===== src/rtl/dpnq_pkg.sv =====
package dpnq_pkg;
  localparam int EXP_W   = 11;
  localparam int FRAC_W  = 52;
  localparam int WORD_W  = 1 + EXP_W + FRAC_W;
  localparam int CLASS_W = 6;

  // one-hot class bit positions
  localparam int CLS_ZERO = 0;
  localparam int CLS_SUB  = 1;
  localparam int CLS_NORM = 2;
  localparam int CLS_INF  = 3;
  localparam int CLS_QNAN = 4;
  localparam int CLS_SNAN = 5;
endpackage


===== src/rtl/dpnq_classify.sv =====
module dpnq_classify
  import dpnq_pkg::*;
#(
  parameter int EW = EXP_W,
  parameter int FW = FRAC_W
) (
  input  logic [EW+FW:0]      operand,
  input  logic                std_mode,
  output logic [CLASS_W-1:0]  cls
);
  localparam int QB = FW - 1;

  logic [EW-1:0] exp_f;
  logic [FW-1:0] frac_f;
  logic exp_ones, exp_zero, frac_zero, is_nan, is_sig;

  assign exp_f     = operand[EW+FW-1:FW];
  assign frac_f    = operand[FW-1:0];
  assign exp_ones  = &exp_f;
  assign exp_zero  = ~|exp_f;
  assign frac_zero = ~|frac_f;
  assign is_nan    = exp_ones & ~frac_zero;
  assign is_sig    = std_mode ^ frac_f[QB];

  always_comb begin
    cls = '0;
    cls[CLS_ZERO] = exp_zero & frac_zero;
    cls[CLS_SUB]  = exp_zero & ~frac_zero;
    cls[CLS_NORM] = ~exp_zero & ~exp_ones;
    cls[CLS_INF]  = exp_ones & frac_zero;
    cls[CLS_QNAN] = is_nan & ~is_sig;
    cls[CLS_SNAN] = is_nan & is_sig;
  end
endmodule


===== src/rtl/dpnq_quiet.sv =====
module dpnq_quiet
  import dpnq_pkg::*;
#(
  parameter int EW = EXP_W,
  parameter int FW = FRAC_W
) (
  input  logic [EW+FW:0] operand,
  input  logic           std_mode,
  input  logic           is_snan,
  output logic [EW+FW:0] result
);
  localparam int QB = FW - 1;
  localparam int RB = FW - 2;

  logic [FW-1:0] frac_std, frac_leg;

  always_comb begin
    frac_std     = operand[FW-1:0];
    frac_std[QB] = 1'b1;
    frac_leg     = operand[FW-1:0];
    frac_leg[QB] = 1'b0;
    if (frac_leg == '0) frac_leg[RB] = 1'b1;
  end

  always_comb begin
    result = operand;
    if (is_snan) result[FW-1:0] = std_mode ? frac_std : frac_leg;
  end

  always_comb begin
    AST_PASS_UNCHANGED: assert (is_snan || result == operand);
    AST_STAYS_NAN: assert (!is_snan || ((&result[EW+FW-1:FW]) && (|result[FW-1:0])));
    AST_SIGN_EXP_KEPT: assert (result[EW+FW:FW] == operand[EW+FW:FW]);
    AST_STD_QBIT_SET: assert (!(is_snan && std_mode) || result[QB]);
  end
endmodule


===== src/rtl/dpnq_outstage.sv =====
module dpnq_outstage #(
  parameter int PW      = 71,
  parameter bit REG_OUT = 1'b1
) (
  input  logic          clk,
  input  logic          rst_n,
  input  logic          s_valid,
  output logic          s_ready,
  input  logic [PW-1:0] s_payload,
  output logic          m_valid,
  input  logic          m_ready,
  output logic [PW-1:0] m_payload
);
  generate
    if (REG_OUT) begin : g_reg
      logic          full;
      logic [PW-1:0] held;
      assign s_ready   = !full || m_ready;
      assign m_valid   = full;
      assign m_payload = held;
      always_ff @(posedge clk) begin
        if (!rst_n) begin
          full <= 1'b0;
          held <= '0;
        end else if (s_ready) begin
          full <= s_valid;
          if (s_valid) held <= s_payload;
        end
      end

      AST_STALL_HOLDS: assert property (@(posedge clk) disable iff (!rst_n)
        (full && !m_ready) |=> (full && $stable(held)));
      AST_STALL_BLOCKS: assert property (@(posedge clk) disable iff (!rst_n)
        (full && !m_ready) |-> !s_ready);
    end else begin : g_comb
      assign s_ready   = m_ready;
      assign m_valid   = s_valid;
      assign m_payload = s_payload;
    end
  endgenerate
endmodule


===== src/rtl/dpnq_unit.sv =====
module dpnq_unit
  import dpnq_pkg::*;
#(
  parameter bit REG_OUT = 1'b1
) (
  input  logic                clk,
  input  logic                rst_n,
  input  logic                in_valid,
  output logic                in_ready,
  input  logic [WORD_W-1:0]   in_data,
  input  logic                std_mode,
  output logic                out_valid,
  input  logic                out_ready,
  output logic [WORD_W-1:0]   out_data,
  output logic [CLASS_W-1:0]  out_class,
  output logic                invalid_pulse
);
  localparam int PW = WORD_W + CLASS_W;

  logic [CLASS_W-1:0] cls_c;
  logic [WORD_W-1:0]  res_c;
  logic [PW-1:0]      pay_out;

  dpnq_classify #(.EW(EXP_W), .FW(FRAC_W)) u_cls (
    .operand(in_data), .std_mode(std_mode), .cls(cls_c));

  dpnq_quiet #(.EW(EXP_W), .FW(FRAC_W)) u_qt (
    .operand(in_data), .std_mode(std_mode), .is_snan(cls_c[CLS_SNAN]),
    .result(res_c));

  dpnq_outstage #(.PW(PW), .REG_OUT(REG_OUT)) u_out (
    .clk(clk), .rst_n(rst_n),
    .s_valid(in_valid), .s_ready(in_ready), .s_payload({cls_c, res_c}),
    .m_valid(out_valid), .m_ready(out_ready), .m_payload(pay_out));

  assign out_class     = pay_out[PW-1:WORD_W];
  assign out_data      = pay_out[WORD_W-1:0];
  assign invalid_pulse = out_valid && out_ready && out_class[CLS_SNAN];

  AST_CLASS_ONEHOT: assert property (@(posedge clk) disable iff (!rst_n)
    out_valid |-> ($countones(out_class) == 1));
  AST_PULSE_ON_TRANSFER: assert property (@(posedge clk) disable iff (!rst_n)
    invalid_pulse |-> (out_valid && out_ready && out_class[CLS_SNAN]));
  AST_SNAN_OUT_IS_NAN: assert property (@(posedge clk) disable iff (!rst_n)
    (out_valid && out_class[CLS_SNAN]) |-> ((&out_data[WORD_W-2:FRAC_W]) && (|out_data[FRAC_W-1:0])));
endmodule


===== config.mk =====
export PLATFORM = sky130hd
export DESIGN_NAME = dpnq_unit
export DESIGN_NICKNAME = d
export VERILOG_FILES = /design/src/rtl/dpnq_pkg.sv /design/src/rtl/dpnq_classify.sv /design/src/rtl/dpnq_quiet.sv /design/src/rtl/dpnq_outstage.sv /design/src/rtl/dpnq_unit.sv
export SDC_FILE = /design/constraint.sdc
export NUM_CORES = 1
export LEC_CHECK = 0
export ABC_CLOCK_PERIOD_IN_PS = 1900
export BUFFER_PORTS_ARGS = -buffer_cell sky130_fd_sc_hd__buf_2
export CAP_MARGIN = 20
export CORE_MARGIN = 1.5
export CORE_UTILIZATION = 44
export DETAILED_ROUTE_END_ITERATION = 8
export GPL_TIMING_DRIVEN = 1
export PLACE_DENSITY_LB_ADDON = 0.05
export SKIP_CTS_REPAIR_TIMING = 1
export SYNTH_ARGS = -nofsm -noshare
export SYNTH_HDL_FRONTEND = slang
export SYNTH_SLANG_ARGS = --single-unit

===== constraint.sdc =====
create_clock -name clk -period 1.9 [get_ports clk]
set_input_delay 0.19 -clock clk [delete_from_list [all_inputs] [get_ports clk]]
set_output_delay 0.19 -clock clk [all_outputs]
set_load 0.02 [all_outputs]

==> results of run 1 <==
-- per-stage QoR --
stage               instances  area (sq um)  total power (W)  worst slack (ps)
floorplan                 340          2680          0.00192               401
detailed placement        543          3470          0.00214              48.0
CTS                       558          3640          0.00325               299
finish                    558          3640          0.00321               339
global placement          543          3470          0.00214              30.1
global route              558          3640          0.00337               173
-- routing by layer --
| layer | vias to the layer above | track usage [%] | part of all wire (%) | routed length [um] |
|---|---|---|---|---|
| met5 | - | 0 | 0 | 0 |
| met4 | 0 | 9.66 | 0.91 | 65 |
| met3 | 6 | 6.29 | 8.3 | 595 |
| met2 | 102 | 34.8 | 44 | 3140 |
| met1 | 1267 | 27.6 | 47 | 3330 |
| li1 | 1423 | - | - | - |
-- registers in the layout, summed over array words and instances (netlist names) --
register / flops
u_out.m_payload: 70
u_out.m_valid: 1
-- Yosys cell counts --
cell	number	area share [%]
nor3_1	3	0.56
and2_1	2	0.47
nor4_2	1	0.47
nand2b_1	1	0.23
nand3_1	7	1.3
inv_2	1	0.14
o21ai_1	4	0.75
or4_4	1	0.42
nor3b_1	1	0.28
dfxtp_1	71	53
nand4_1	5	1.2
inv_1	1	0.14
a31oi_1	1	0.23
and4_1	1	0.33
nand2_2	1	0.23
nor3_2	1	0.37
clkbuf_8	1	0.51
clkbuf_1	18	2.5
nor2_2	1	0.23
o31ai_1	1	0.28
buf_6	1	0.42
nand3b_1	1	0.28
a2bb2oi_1	1	0.33
dlygate4sd1_1	1	0.33
and3_1	1	0.23
nand2_1	132	18
a21boi_1	5	1.4
nor4_1	14	3.3
nand4b_1	1	0.33
a21oi_1	59	11
xor2_1	1	0.33
-- worst max-delay path, cell delays in order, from the launching register on --
cell	delay (ps)
dfxtp_1	320
nand2b_1	140
and2_2	340
buf_4	420
nand2_1	100
a21oi_1	150
-- power groups by stage --
stage	clock network [W]	registers (W)	logic, W
after floorplan	0	0.00174	0.000176
after global placement	0	0.00164	0.000498
after detailed placement	0	0.00164	0.000502
after CTS	0.00114	0.00161	0.000503
after global routing	0.00120	0.00162	0.000552
final	0.00111	0.00161	0.000500
-- layout make-up --
class,instances,area [sq um]
clock buffer,10,128
sequential,71,1420
multi-input combinational,246,1150
tap,75,93.8
timing repair buffer,149,791
inverter,2,7.51
fill,571,2280
clock inverter,5,50.0
-- worst paths after layout --
check	to	cells after the start	slack [ps]	from
setup / recovery	u_out.m_payload[12]	5	340	u_out.m_valid
hold / removal	u_out.m_payload[25]	3	100	in_data[25]
setup reg to reg	u_out.m_payload[12]	5	340	u_out.m_valid
hold reg to reg	u_out.m_payload[46]	2	450	u_out.m_payload[46]
-- cell usage in the layout (no fill, tap or decap), types with 2 or more instances in the layout --
master and instances:
a21oi_1 59, buf_2 141, nand2_1 132, clkbuf_8 9, nand3_1 7, buf_12 2, dfxtp_1 71, clkinv_2 4
nor4_1 14, a21boi_1 5, buf_4 6, nand4_1 5, o21ai_1 4, nor3_1 3
-- cell families (layout without fill, tap and decap cells) --
| family | Yosys count | after routing |
|---|---|---|
| compound gates | 71 | 71 |
| xor+xnor | 1 | 1 |
| buf+inv | 23 | 166 |
| flops | 71 | 71 |
| simple gates | 174 | 174 |
==> flow_summary.toml, run 1 <==
[clocking]
htree_levels = 3
clk_latency_ps = 330
cts.clk_slew.worst_paths_ps = 70
cts_sinks = 71
cts_buffers = 9
cts_buffer_depth = 2
cts_tree = "done"
cts_root_buffer = "clkbuf_8"

[power_and_ir_drop]
switchingPower_w = 0.000869
power_density_nw_per_um2 = 881
sequentialPowerShare_pct = 50.0
p_leak_nw = 1.72
switching_share_pct = 27.0
intPower_w = 0.00234
clkPwrFrac_pct = 34.4
comb_power_share_pct = 15.6
peakVddDrop_mv = 0.452

[placement]
dpl.hpwl_um = 5150
place_congestion = 0.755
numPortBuffers = 141

[sta]
finalSetupTns_ps = 0
finalHoldViolCount = 0
whs_ps = 104
rsz0062_at_grt = "false"
tightest_slew_ps = 485
max_freq_ghz = 0.640
clock_skew_ps = 5.41
layout_min_cycle_time_ps = 1560
max_slew_margin_pct = 67.6
finalSetupViolations = 0
drv_slew = 0
period_share_pct = 82.2

[outcome]
status = "completed"

[synthesis]
yosysSeqAreaShare_pct = 53.0
syn-instance-count = 340
synth_compound_area_share_pct = 14.0
synthSimpleGateAreaFrac_pct = 28.6
synth_xor_xnor_area_share_pct = 0.326
netlist_area_sq_um = 2680
synth_top_family_by_area = "simple AND/OR/NAND/NOR gates"
muxShareOfSynthArea_pct = 0
synth_area_per_cell_sq_um = 7.89
syn_nets = 409
yosysWarnings = 0
synthAdderAreaFrac_pct = 0
ys_types = 31
synth-seq-cells = 71

[critical_path]
criticalPathCategory = "reg -> reg"
cp.arrival_ps = 1810
critical_path.max_fanout = 40
worstSetupStartpointType = "flop"
required_ps = 2150
critPathCaptureType = "flop"

[layout]
num_antenna_cells = 0
post-route-util_pct = 61.6
drive_gt1_share_pct = 35.2
syn2layout_area_growth_pct = 35.9
layout.nets = 548

[floorplanning]
start_util_pct = 45.3
core_sq_um = 5920
fp.dieH_um = 81.1
num_rows = 28
io_pins = 142
die_w_um = 81.1
die-area_sq_um = 6570

[grt]
grt_pass1_vias = 2480
track_usage_pct = 21.9
grt_overflow_total = 0
grt_pass1_wl_um = 11100
grt_max_degree = 41
antenna_found_initial = 0

[drt]
ant_nets = 0
via_per_inst = 5.01
drt_iter0_drc = 84
totalWireLength_um = 7130
wl_per_cell_um = 12.8
firstDrtPassIters = 4
drc = 0
vias = 2798

[hold_path]
hold_path.class = "in -> reg"

[job]
maxCapViolations = 0
Power figures use the tool's default switching activity.
==> run 2, diff against run 1 <==
- ABC_CLOCK_PERIOD_IN_PS: 1900 -> 1400
- CORE_UTILIZATION: 44 -> 40
- clock period: 1.9 -> 1.4 ns (I/O delays scaled with it)
==> flow_summary.toml, run 2 (same netlist as run 1, synthesis figures left out) <==
[outcome]
status = "complete, but fails checks"
failed_checks = "design-rule violations"

[floorplanning]
fp.dieH_um = 84.9
num_rows = 29
die_w_um = 84.9
core_sq_um = 6420
start_util_pct = 41.8
io_pins = 142
die-area_sq_um = 7210

[sta]
period_share_pct = 96.6
max_slew_margin_pct = 77.2
setup_ws_ps = 47.0
drv_slew = 0
clock_skew_ps = 12.0
tightest_slew_ps = 342
layout_min_cycle_time_ps = 1350
max_freq_ghz = 0.739
finalHoldViolCount = 0
rsz0062_at_grt = "false"
finalSetupViolations = 0

[job]
maxCapViolations = 0

[power_and_ir_drop]
p_leak_nw = 1.87
fin_total_pwr_w = 0.00492
peakVddDrop_mv = 0.598
power_density_nw_per_um2 = 1250

[placement]
dpl.hpwl_um = 5570
place_inst = 565
place_congestion = 0.824
place_area_sq_um = 3660
numPortBuffers = 141
post-place-ws_ps = -560

[layout]
num_antenna_cells = 0
instances_no_fill = 581
drive_gt1_share_pct = 39.3
multiInputGateArea_sq_um = 1200
final_cell_mix = "buf_2 (141), nand2_1 (132), dfxtp_1 (70), a21oi_1 (59), buf_4 (23)"
post-route-util_pct = 61.5
largest_reg_flops = 70
syn2layout_area_growth_pct = 47.2
regArea_sq_um = 1420
layout_commonest_cell = "buf_2"
num-fill-cells = 638
layout.nets = 568
fin_area_sq_um = 3950

[clocking]
htree_levels = 3
clk_latency_ps = 340
cts_root_buffer = "clkbuf_8"
cts_tree = "done"
cts_buffer_depth = 2
cts_sinks = 71
cts.clk_slew.worst_paths_ps = 80
cts_buffers = 9

[grt]
grt_max_degree = 35
grt_overflow_total = 0
grt_pass1_wl_um = 12000
grt_pass1_vias = 2679
track_usage_pct = 21.1
antenna_found_initial = 0

[drt]
ant_nets = 0
wl_per_cell_um = 13.0
firstDrtPassIters = 6
totalWireLength_um = 7540
via_per_inst = 4.92
vias = 2856
drc = 10
drt_iter0_drc = 78

[critical_path]
critPathCaptureType = "flop"
worstSetupStartpointType = "input pin"
required_ps = 1670
cp.arrival_ps = 1630
criticalPathCategory = "in -> reg"
critical_path.max_fanout = 5

[hold_path]
hold_path.class = "in -> reg"
[run 2: where the power goes]
| group | total (W) | internal, W | leakage (nW) | switching [W] |
|---|---|---|---|---|
| Combinational | 0.000747 | 0.000297 | 1.16 | 0.000449 |
| Clock | 0.00199 | 0.00124 | 0.124 | 0.000753 |
| Sequential | 0.00218 | 0.00213 | 0.584 | 0.0000497 |
[run 2: path summary, 6_finish.rpt]
check	startpoint	end	cells past startpoint	slack [ps]
worst max register to register	u_out.m_valid	u_out.m_payload[50]	5	110
worst min-delay path	in_data[37]	u_out.m_payload[37]	3	50
worst min register to register	u_out.m_payload[0]	u_out.m_payload[0]	2	450
worst max-delay path	in_data[0]	u_out.m_payload[67]	7	50
[run 2: layer usage]
metal / routed length (um) / vias to the layer above / track usage [%]
li1: - / 1468 / -
met1: 3390 / 1286 / 26.2
met2: 3510 / 93 / 33.9
met3: 536 / 9 / 7.78
met4: 100 / 0 / 7.30
met5: 0 / - / 0
[run 2: worst max-delay path, cell delays in order]
cell and delay, ps:
buf_2 110, nor4_2 360, buf_4 180, nand3b_1 70, or4_4 520, a2bb2oi_1 170
nor2_2 70
[run 2: layout make-up]
class | count | area share, %
Clock buffer | 11 | 3.58
Multi-Input combinational cell | 246 | 30.3
Sequential cell | 71 | 36.0
Timing Repair Buffer | 169 | 24.8
Clock inverter | 5 | 2.63
Inverter | 2 | 0.190
Tap cell | 77 | 2.44
[run 2: per-stage QoR]
step | hold slack [ps] | TNS (ps)
floorplan | 262 | 0
global placement | 390 | -3490
detailed placement | 395 | -3560
CTS | 26.4 | -1080
global route | 31.2 | 0
finish | 50.5 | 0
